## src/rtl/dcnt_pkg.sv

```systemverilog
package dcnt_pkg;
  localparam int unsigned CNT_W   = 16;
  localparam int unsigned DIGIT_W = 4;

  // Plain binary step, wraps through all ones.
  function automatic logic [CNT_W-1:0] bin_step(input logic [CNT_W-1:0] v);
    return v - {{(CNT_W-1){1'b0}}, 1'b1};
  endfunction

  // True when v equals the small constant k.
  function automatic logic value_is(input logic [CNT_W-1:0] v, input int unsigned k);
    return (v == CNT_W'(k));
  endfunction
endpackage

```

## src/rtl/dcnt_digit.sv

```systemverilog
module dcnt_digit #(
  parameter int unsigned DW = 4
) (
  input  logic [DW-1:0] d_in,
  input  logic          borrow_in,
  output logic [DW-1:0] d_out,
  output logic          borrow_out
);
  localparam logic [DW-1:0] NINE = DW'(9);

  // One decimal digit: a zero under borrow becomes nine and passes it on.
  always_comb begin
    if (!borrow_in) begin
      d_out      = d_in;
      borrow_out = 1'b0;
    end else if (d_in == '0) begin
      d_out      = NINE;
      borrow_out = 1'b1;
    end else begin
      d_out      = d_in - DW'(1);
      borrow_out = 1'b0;
    end
  end
endmodule

```

## src/rtl/dcnt_next.sv

```systemverilog
module dcnt_next #(
  parameter int unsigned W  = dcnt_pkg::CNT_W,
  parameter int unsigned DW = dcnt_pkg::DIGIT_W
) (
  input  logic [W-1:0] cur,
  input  logic         bcd_mode,
  output logic [W-1:0] nxt,
  output logic         dec_wrap
);
  localparam int unsigned DIGITS = W / DW;

  logic [DIGITS:0] borrow;
  logic [W-1:0]    bcd_val;

  assign borrow[0] = 1'b1;

  for (genvar g = 0; g < DIGITS; g++) begin : g_digit
    dcnt_digit #(.DW(DW)) u_digit (
      .d_in      (cur[g*DW +: DW]),
      .borrow_in (borrow[g]),
      .d_out     (bcd_val[g*DW +: DW]),
      .borrow_out(borrow[g+1])
    );
  end

  always_comb begin
    if (bcd_mode) nxt = bcd_val;
    else          nxt = dcnt_pkg::bin_step(cur);
  end

  // A borrow out of the top digit means the value ran through zero.
  assign dec_wrap = borrow[DIGITS];
endmodule

```

## src/rtl/bcd_down_counter.sv

```systemverilog
module bcd_down_counter #(
  parameter int unsigned W  = dcnt_pkg::CNT_W,
  parameter int unsigned DW = dcnt_pkg::DIGIT_W
) (
  input  logic         clk,
  input  logic         rst_n,
  input  logic         load_en,
  input  logic [W-1:0] load_val,
  input  logic         cnt_en,
  input  logic         bcd_mode,
  output logic [W-1:0] count,
  output logic         at_zero,
  output logic         at_one
);
  localparam logic [W-1:0] ALL_NINES = {(W/DW){DW'(9)}};

  logic [W-1:0] cnt_q;
  logic [W-1:0] step_val;
  logic         wrap_evt;
  logic         load_fire;
  logic         dec_fire;

  dcnt_next #(.W(W), .DW(DW)) u_next (
    .cur     (cnt_q),
    .bcd_mode(bcd_mode),
    .nxt     (step_val),
    .dec_wrap(wrap_evt)
  );

  assign load_fire = load_en;
  assign dec_fire  = cnt_en && !load_en;

  always_ff @(posedge clk or negedge rst_n) begin
    if (!rst_n)         cnt_q <= '0;
    else if (load_fire) cnt_q <= load_val;
    else if (dec_fire)  cnt_q <= step_val;
  end

  assign count   = cnt_q;
  assign at_zero = dcnt_pkg::value_is(cnt_q, 0);
  assign at_one  = dcnt_pkg::value_is(cnt_q, 1);

  // a preset wins and lands whole on the next edge
  p_load_r2: assert property (@(posedge clk) disable iff (!rst_n)
    load_en |=> (count == $past(load_val)));


  p_hold_r8: assert property (@(posedge clk) disable iff (!rst_n)
    (!load_en && !cnt_en) |=> $stable(count));


  p_bin_wrap_r5: assert property (@(posedge clk) disable iff (!rst_n)
    (dec_fire && !bcd_mode && at_zero) |=> (count == '1));


  p_bcd_wrap_r7: assert property (@(posedge clk) disable iff (!rst_n)
    (dec_fire && bcd_mode && at_zero) |=> (count == ALL_NINES));

  // a BCD wrap event only happens from zero
  p_wrap_src_r6: assert property (@(posedge clk) disable iff (!rst_n)
    (bcd_mode && wrap_evt) |-> at_zero);


  p_flags_r9: assert property (@(posedge clk) disable iff (!rst_n)
    $onehot0({at_zero, at_one}));
endmodule

```

## config.mk

```make
export PLATFORM = sky130hd
export DESIGN_NAME = bcd_down_counter
export DESIGN_NICKNAME = d
export VERILOG_FILES = /design/src/rtl/dcnt_pkg.sv /design/src/rtl/dcnt_digit.sv /design/src/rtl/dcnt_next.sv /design/src/rtl/bcd_down_counter.sv
export SDC_FILE = /design/constraint.sdc
export NUM_CORES = 1
export LEC_CHECK = 0
export ABC_CLOCK_PERIOD_IN_PS = 2100
export CAP_MARGIN = 20
export CORE_MARGIN = 4
export CORE_UTILIZATION = 30
export CTS_CLUSTER_SIZE = 16
export DETAILED_ROUTE_END_ITERATION = 6
export DONT_BUFFER_PORTS = 1
export PLACE_DENSITY_LB_ADDON = 0.15
export SETUP_SLACK_MARGIN = 0.05
export SYNTH_ARGS = -nofsm -noshare
export SYNTH_HDL_FRONTEND = slang
export SYNTH_SLANG_ARGS = --single-unit
```

## constraint.sdc

```tcl
create_clock -name clk -period 2.1 [get_ports clk]
set_input_delay 0.42 -clock clk [delete_from_list [all_inputs] [get_ports clk]]
set_output_delay 0.42 -clock clk [all_outputs]
set_load 0.01 [all_outputs]
```

## Yosys cells after proc, flatten, opt, wreduce, memory -nomap -nowiden

Cells that the tools add are included.
Widths: inputs -> output; s select.

| word-level totals | value |
|---|---|
| register bits | 16 |
| input port bits | 21 |
| word-level logic and storage cells | 39 |

| cells by class | value |
|---|---|
| add/subtract/negate cells | 5 |
| equal/unequal tests | 4 |
| mux-type cells | 15 |
| reductions and logical operators | 11 |

Operator list:

| cell | number |
|---|---|
| $mux 16 | 3 |
| $mux 4 | 7 |
| $eq 16x1->1 const B | 1 |
| $logic_not 16->1 | 1 |
| $logic_not 4->1 | 4 |
| $sub 16x1->16 const B | 1 |
| $sub 4x1->4 const B | 4 |
| $ne 3x2->1 const B | 3 |
| $reduce_and 2->1 | 3 |
| $mux 1 | 5 |
| $reduce_bool 2->1 | 1 |
| $logic_and 1x1->1 | 1 |
| $logic_not 1->1 | 1 |

## Longest topological paths before layout

Gate-level depths: netlist (run 1).

| logic depth | value |
|---|---|
| word-level depth | 8 |
| depth in mapped cells | 7 |
| mapped depth without buffers | 7 |

## Modules after synthesis

A second synthesis (run 1) with hierarchy kept.

| unflattened totals | value |
|---|---|
| cells, all modules | 193 |
| area, all modules | 1556.5 um^2 |

Modules (own cells, without submodules):

| module | instances | cells each | area each (um^2) |
|---|---|---|---|
| bcd_down_counter | 1 | 77 | 782.0 |
| dcnt_next | 1 | 72 | 459.2 |
| dcnt_digit | 4 | 11 | 78.8 |

## Least setup slack after synthesis (run 1)

OpenSTA, ideal clock, no wires.

| timing path | value |
|---|---|
| path kind | register to output |
| start point | register cnt_q[7] (netlist: count[7]) |
| end point | output port at_zero |
| data arrival time | 1757 ps |
| data required time | 1680 ps |
| slack | -77 ps |
| stages on the path, launching flop included | 4 |
| path buffers | 0 |
| cell sequence | dfrtp_1 -> or4_4 -> or2_1 -> nor4_1 |

| on the way | value |
|---|---|
| longest elaborated chain between the ends | 1 |

Ends and longest elaborated chain:

| element | RTL line | source |
|---|---|---|
| from (decl) | bcd_down_counter.sv:17 | `logic [W-1:0] cnt_q;` |
| from (signal assigned) | bcd_down_counter.sv:35 | `else if (load_fire) cnt_q <= load_val;` |
| from (signal assigned) | bcd_down_counter.sv:36 | `else if (dec_fire) cnt_q <= step_val;` |
| $logic_not 16->1 | dcnt_pkg.sv:12 | `return (v == CNT_W'(k));` |
| to (decl) | bcd_down_counter.sv:12 | `output logic at_zero,` |

No other way between the ends.

## Worst setup path after layout (run 1)

| timing path | value |
|---|---|
| start point | register cnt_q[5] (netlist: count[5]) |
| end point | output port at_zero |

Same word-level chain as after synthesis.

==> results.json, run 1 <==
{
  "status": "finished with violations",
  "failed_checks": "setup timing",
  "final_common_cell": "buf_4",
  "clkTransAtPathRegs_ns": 0.07,
  "post-route-util_pct": 41.5,
  "drive_gt1_share_pct": 31.4,
  "crit_chain": "or4_4 -> or2_4 -> nor4_4",
  "worstSetupStartpointType": "flip-flop",
  "syn_to_final_growth_pct": 29.5,
  "rsz0062_at_grt": "true",
  "final_cells": 217,
  "synth_cells": 148,
  "worst_pin_slew_ns": 0.783,
  "initial_core_util_pct": 32.0,
  "dieWidth_um": 71.7,
  "async_reset_ff_share_pct": 100,
  "finalSetupViolations": 2,
  "grt_pass1_vias": 1178,
  "period_minus_slack_ns": 2.13,
  "maxCapViolCount": 0,
  "synth_seq_area_share_pct": 32.9,
  "peakVddDrop_uv": 350,
  "ys_ff_latch": 16,
  "h-tree-depth": 1,
  "crit_required_ns": 1.68,
  "p_leak_nw": 0.642,
  "ioPinCount": 39,
  "critPathArrivalTime_ns": 1.71,
  "die_area_um2": 5140,
  "coreArea_um2": 3800,
  "yosysTopAreaCell": "dfrtp_1",
  "synth_edf_count": 0,
  "wire_per_inst_um": 17.5,
  "path_delay_family": "simple AND/OR/NAND/NOR gates",
  "post-place-ws_ns": 0.00417,
  "antenna_found_initial": 0,
  "slew_viol_final": 0,
  "path_class": "reg -> out",
  "fmax_mhz": 469,
  "layout_setup_ws_ns": -0.0337,
  "cts.root.buffer_cell": "clkbuf_8",
  "drtAntennaViolNets": 0,
  "synth_cell_types": 47,
  "synth_area_um2": 1220,
  "synth.area.top_cells": "dfrtp_1 33%, o21ai_0 6.6%, nand2_1 5.9%",
  "clock_path_buffers": 2,
  "cp-end-kind": "primary output",
  "num-nets-final": 195,
  "slowest_delay_ns": 0.54,
  "cp_max_fo": 5,
  "num_vias": 1211,
  "cts.sinks": 16,
  "final_area_um2": 1580,
  "hpwl_um": 2730,
  "path_buf_inv": 0,
  "placed_cells": 208,
  "antenna_cells": 0,
  "tritoncts": "built",
  "route.detailed.drc": 0,
  "hold_violations": 0,
  "port_buffers": 0,
  "post_dp_cell_area_um2": 1420,
  "crit_slowest_cell": "or4_4",
  "largest_register_ffs": 16,
  "drt-total-wl_um": 3790,
  "maxSlewHeadroom_pct": 47.6,
  "period_share_pct": 102,
  "tritoncts.num_buffers": 3,
  "clock_latency_ns": 0.25,
  "hp-class": "in -> reg",
  "synth_ff_type": "dfrtp_1",
  "holdWs_ns": 0.251,
  "syn-num-nets": 172,
  "grt_usage_pct": 14.9,
  "powerDensity_nw_per_um2": 576,
  "final_cell_mix": "24 x buf_4, 19 x nand2_1, 15 x o21ai_0",
  "grt_pass1_wl_um": 6040,
  "first_pass_iters": 4,
  "die_y_um": 71.7,
  "grt_max_degree": 31,
  "finClkSkew_ns": 0.00543,
  "synthDominantCellAreaShare_pct": 32.9,
  "grt_overflow": 0,
  "yosys_warnings": 0,
  "first_iter_violations": 52,
  "syn_area_per_cell_um2": 8.22,
  "gp_congestion": 0.826,
  "core.rowCount": 22,
  "via_per_inst": 5.58
}
layer usage:
layer  up-vias  GRT usage (%)  share of wire (%)  wire, um
met1       591           19.9                 44      1680
met3         5           4.91                6.1       231
met5         -              0                  0         0
met4         0           3.97                1.2        44
li1        585              -                  -         -
met2        30           23.2                 49      1840
path summary, 6_finish.rpt:
path | depth (start not counted) | slack (ns) | startpoint | end
max | 3 | -0.03 | count[5] | at_zero
min | 1 | 0.25 | load_en | count[14]
max reg2reg | 7 | 0.03 | count[0] | count[14]
min reg2reg | 2 | 0.72 | count[12] | count[12]
max in group asynchronous | 1 | 0.86 | rst_n | count[0]
min in group asynchronous | 1 | 0.69 | rst_n | count[6]
kinds of logic after synthesis:
| kind of cell | after synthesis | synth area share [%] |
|---|---|---|
| adder cells (fa/ha/maj) | 3 | 3.09 |
| multiplexers | 2 | 1.65 |
| AND/OR/NAND/NOR | 67 | 32.3 |
| XOR/XNOR | 6 | 4.32 |
| AO/OA/AOI/OAI | 40 | 21.3 |
| buffers and inverters | 14 | 4.42 |
| flip-flops | 16 | 32.9 |
cells in the mapped netlist (2+ instances only):
master	count
nand2_1	19
dfrtp_1	16
o21ai_0	16
nor2_1	11
inv_1	7
nor3_1	7
clkbuf_1	6
a21oi_1	5
ha_1	3
nand2b_1	3
or3_1	3
or4_1	3
xnor2_1	3
xor2_1	3
a211o_1	2
a32oi_1	2
and3_1	2
mux2i_1	2
nor2b_1	2
nor3_2	2
nor4_1	2
nor4_2	2
o21a_1	2
o31ai_1	2
where the power goes:
| part | internal [mW] | switching [mW] | total [mW] |
|---|---|---|---|
| registers | 0.342 | 0.0465 | 0.389 |
| clock network | 0.127 | 0.105 | 0.232 |
| logic | 0.133 | 0.153 | 0.286 |
timing repair:
action	in CTS	in global routing
buffers inserted	1	4
endpoints found under the setup margin	5	11
pin swaps	6	8
resized for setup	9	10
hold buffers	1	0
endpoints found under the hold margin	16	0
stage by stage:
stage	TNS, ns	total power, mW
final	-0.0623	0.907
after global routing	-0.292	0.970
after CTS	-0.128	0.903
after detailed placement	0	0.643
after global placement	0	0.639
after floorplan	0	0.551
final cells by class:
class                   instances  area (um2)
fillers                       386        2220
well taps                      48        60.1
repair buffers                 25         190
inverters                       7        28.8
multi-input cells             118         851
flip-flops and latches         16         404
clock buffers                   3        41.3
No activity file was read; power rests on OpenSTA's default activity.
==> inputs of run 2 (changes only) <==
--- a/config.mk
+++ b/config.mk
@@ -9,11 +9,12 @@
 export CAP_MARGIN = 20
 export CORE_MARGIN = 4
 export CORE_UTILIZATION = 30
-export CTS_CLUSTER_SIZE = 16
 export DETAILED_ROUTE_END_ITERATION = 6
 export DONT_BUFFER_PORTS = 1
 export PLACE_DENSITY_LB_ADDON = 0.15
 export SETUP_SLACK_MARGIN = 0.05
+export SKIP_CTS_REPAIR_TIMING = 1
 export SYNTH_ARGS = -nofsm -noshare
 export SYNTH_HDL_FRONTEND = slang
+export SYNTH_HIERARCHICAL = 1
 export SYNTH_SLANG_ARGS = --single-unit
==> results.json, run 2 <==
{
  "core.rowCount": 25,
  "maxSlewHeadroom_pct": 45.7,
  "num-nets-final": 242,
  "drt-total-wl_um": 4410,
  "cts.root.buffer_cell": "clkbuf_8",
  "syn_to_final_growth_pct": 28.5,
  "tns_ns": -1.02,
  "p_seq_share_pct": 34.9,
  "grt_max_degree": 33,
  "p_int_uw": 723,
  "worst_pin_slew_ns": 0.812,
  "wire_per_inst_um": 15.4,
  "port_buffers": 0,
  "die_y_um": 79.9,
  "antenna_cells": 0,
  "hp-class": "in -> reg",
  "clock_latency_ns": 0.25,
  "rsz0062_at_grt": "true",
  "grt_pass1_vias": 1385,
  "finClkSkew_ns": 0.000816,
  "path_delay_family": "simple AND/OR/NAND/NOR gates",
  "combPwrFrac_pct": 40.2,
  "finalPower_mw": 1.13,
  "post-route-util_pct": 41.1,
  "hold_violations": 0,
  "grt_pass1_wl_um": 7180,
  "first_pass_iters": 4,
  "failed_checks": "setup timing",
  "powerDensity_nw_per_um2": 567,
  "final_cell_mix": "36 x nand2_1, 28 x buf_4, 17 x o21ai_1",
  "tritoncts.num_buffers": 3,
  "layout_setup_ws_ns": -0.379,
  "status": "finished with violations",
  "route.detailed.drc": 0,
  "pwr-share-clk_pct": 24.9,
  "h-tree-depth": 1,
  "peakVddDrop_uv": 224,
  "maxCapViolCount": 0,
  "largest_register_ffs": 16,
  "crit_required_ns": 2.28,
  "grt_overflow": 0,
  "cp_max_fo": 5,
  "syn_area_per_cell_um2": 8.07,
  "path_class": "reg -> reg",
  "final_cells": 286,
  "gp_congestion": 0.772,
  "switching_share_pct": 36.0,
  "path_buf_inv": 0,
  "die_area_um2": 6380,
  "period_minus_slack_ns": 2.48,
  "slew_viol_final": 0,
  "drtAntennaViolNets": 0,
  "antenna_found_initial": 0,
  "p_switching_uw": 407,
  "num_vias": 1443,
  "p_leak_nw": 0.837,
  "synth_cells": 192,
  "yosys_warnings": 6,
  "ioPinCount": 39,
  "grt_usage_pct": 14.2,
  "finalSetupViolations": 5,
  "final_common_cell": "nand2_1",
  "post-place-ws_ns": -0.394,
  "worstSetupStartpointType": "flip-flop",
  "cp-end-kind": "flip-flop",
  "slowest_delay_ns": 0.47,
  "fmax_mhz": 403,
  "crit_slowest_cell": "or4b_1",
  "period_share_pct": 118,
  "hpwl_um": 3170,
  "coreArea_um2": 4850,
  "holdWs_ns": 0.243,
  "cts.sinks": 16,
  "critPathArrivalTime_ns": 2.66,
  "synth_area_um2": 1550,
  "initial_core_util_pct": 32.0,
  "via_per_inst": 5.05,
  "final_area_um2": 1990,
  "placed_cells": 278,
  "first_iter_violations": 50,
  "drive_gt1_share_pct": 27.9,
  "dieWidth_um": 79.9,
  "clkTransAtPathRegs_ns": 0.07,
  "post_dp_cell_area_um2": 1850,
  "clock_path_buffers": 2,
  "crit_chain": "nor4_4 -> nand2b_4 -> nor4_4 -> nand2b_4 -> nor4_4 -> nand2b_4 -> or4b_1 -> nand2_1 -> mux2_4 -> mux2i_1 -> o21ai_1",
  "tritoncts": "built"
}
-- run 2: cell type report --
class	count	area [um2]
fillers	505	2860
flip-flops and latches	16	405
inverters	3	11.3
multi-input cells	166	1200
well taps	67	83.8
repair buffers	30	231
clock buffers	4	55.1
-- run 2: per-layer routing --
metal | global-route usage [%] | up-vias | part of all wire, %
met3 | 3.84 | 4 | 4.8
met4 | 2.53 | 0 | 0.54
met2 | 22.8 | 26 | 48
met1 | 19.3 | 676 | 47
li1 | - | 737 | -
met5 | 0 | - | 0
-- run 2: power by group through the flow --
stage	logic, mW	clock network (mW)	registers (mW)
detailed placement	0.417	0	0.401
finish	0.454	0.281	0.394
global route	0.502	0.306	0.401
floorplan	0.236	0	0.466
CTS	0.420	0.297	0.395
global placement	0.410	0	0.399
-- run 2: worst paths after layout --
kind / slack [ns] / end / cells after the start / startpoint
max reg2reg: -0.38 / count[14] / 11 / count[1]
min reg2reg: 0.78 / count[13] / 3 / count[13]
max: -0.38 / count[14] / 11 / count[1]
min: 0.24 / count[10] / 1 / load_en
max in group asynchronous: 0.84 / count[1] / 1 / rst_n
min in group asynchronous: 0.70 / count[11] / 1 / rst_n
==> inputs of run 3 (changes only) <==
--- a/config.mk
+++ b/config.mk
@@ -7,6 +7,7 @@
 export LEC_CHECK = 0
 export ABC_CLOCK_PERIOD_IN_PS = 2100
 export CAP_MARGIN = 20
+export CORE_ASPECT_RATIO = 1.1
 export CORE_MARGIN = 4
 export CORE_UTILIZATION = 30
 export DETAILED_ROUTE_END_ITERATION = 6
==> results.json, run 3 (synthesized netlist as in run 2, its figures left out) <==
{
  "status": "finished with violations",
  "failed_checks": "setup timing",
  "grt_overflow": 0,
  "antenna_found_initial": 0,
  "hpwl_um": 3070,
  "finalPower_mw": 1.12,
  "wire_per_inst_um": 15.6,
  "combPwrFrac_pct": 39.2,
  "first_iter_violations": 64,
  "final_cell_mix": "36 x nand2_1, 28 x buf_4, 18 x o21ai_1",
  "core.rowCount": 27,
  "clkTransAtPathRegs_ns": 0.07,
  "h-tree-depth": 1,
  "die_y_um": 83.4,
  "gp_congestion": 0.762,
  "layout_setup_ws_ns": -0.341,
  "grt_usage_pct": 13.8,
  "finalSetupViolations": 8,
  "drive_gt1_share_pct": 28.1,
  "drt-total-wl_um": 4360,
  "drtAntennaViolNets": 0,
  "peakVddDrop_uv": 278,
  "coreArea_um2": 5000,
  "initial_core_util_pct": 31.0,
  "clock_latency_ns": 0.25,
  "period_share_pct": 116,
  "powerDensity_nw_per_um2": 566,
  "p_seq_share_pct": 35.4,
  "final_common_cell": "nand2_1",
  "switching_share_pct": 36.0,
  "antenna_cells": 0,
  "p_leak_nw": 0.837,
  "cts.sinks": 16,
  "holdWs_ns": 0.236,
  "tns_ns": -1.23,
  "syn_to_final_growth_pct": 27.9,
  "grt_pass1_wl_um": 7220,
  "route.detailed.drc": 0,
  "clock_path_buffers": 2,
  "post-route-util_pct": 39.7,
  "rsz0062_at_grt": "true",
  "grt_max_degree": 33,
  "finClkSkew_ns": 0.00370,
  "hp-class": "in -> reg",
  "p_int_uw": 718,
  "p_switching_uw": 404,
  "cp-end-kind": "flip-flop",
  "via_per_inst": 5.31,
  "dieWidth_um": 76.5,
  "maxCapViolCount": 0,
  "post_dp_cell_area_um2": 1850,
  "critPathArrivalTime_ns": 2.62,
  "worst_pin_slew_ns": 0.771,
  "worstSetupStartpointType": "flip-flop",
  "period_minus_slack_ns": 2.44,
  "ioPinCount": 39,
  "first_pass_iters": 4,
  "crit_required_ns": 2.28,
  "port_buffers": 0,
  "tritoncts.num_buffers": 3,
  "slew_viol_final": 0,
  "num_vias": 1482,
  "maxSlewHeadroom_pct": 48.4,
  "path_class": "reg -> reg",
  "grt_pass1_vias": 1476,
  "cts.root.buffer_cell": "clkbuf_8",
  "pwr-share-clk_pct": 25.4,
  "fmax_mhz": 410,
  "final_area_um2": 1980,
  "largest_register_ffs": 16,
  "die_area_um2": 6380,
  "hold_violations": 0,
  "tritoncts": "built",
  "num-nets-final": 244,
  "cp_max_fo": 3
}
[run 3: metal layers]
layer	vias up	share of wire [%]	track usage, %
met5	-	0	0
met4	0	0.99	4.12
met3	4	6.6	3.36
met2	36	49	23.5
met1	702	44	17.2
li1	740	-	-
[run 3: layout make-up]
| class | instances | area (um2) |
|---|---|---|
| Multi-Input combinational cell | 166 | 1180 |
| Sequential cell | 16 | 405 |
| Fill cell | 517 | 3020 |
| Clock buffer | 4 | 55.1 |
| Inverter | 3 | 11.3 |
| Timing Repair Buffer | 32 | 254 |
| Tap cell | 58 | 72.6 |
[run 3: power groups by stage]
stage / logic, mW / clock network [mW] / registers [mW]
4_1_cts: 0.421 / 0.294 / 0.397
6_report: 0.440 / 0.285 / 0.397
2_1_floorplan: 0.236 / 0 / 0.466
3_3_place_gp: 0.411 / 0 / 0.403
3_5_place_dp: 0.418 / 0 / 0.403
5_1_grt: 0.494 / 0.311 / 0.404
[run 3: path summary, 6_finish.rpt]
path | to | slack [ns] | cells past startpoint | start
worst min register to register | count[12] | 0.71 | 2 | count[12]
max in group asynchronous | count[1] | 0.89 | 1 | rst_n
worst min-delay path | count[12] | 0.24 | 1 | load_en
min in group asynchronous | count[12] | 0.68 | 1 | rst_n
worst max-delay path | count[10] | -0.34 | 12 | count[1]
worst max register to register | count[10] | -0.34 | 12 | count[1]
[run 3: critical path: stages (launching register included)]
cell and delay [ns]:
dfrtp_2 0.42, nor4_4 0.34, nand2b_4 0.09, nor4_4 0.21
nand2b_4 0.09, buf_4 0.14, buf_6 0.11, or4b_1 0.51
nand2_1 0.09, nand2_1 0.06, o21ai_1 0.07, mux2i_1 0.09
o21ai_1 0.13
[run 3: metrics by stage]
step / cells / worst slack, ns
6_report: 279 / -0.341
3_3_place_gp: 271 / -0.280
4_1_cts: 275 / -0.358
3_5_place_dp: 271 / -0.337
2_1_floorplan: 193 / -0.405
5_1_grt: 279 / -0.522
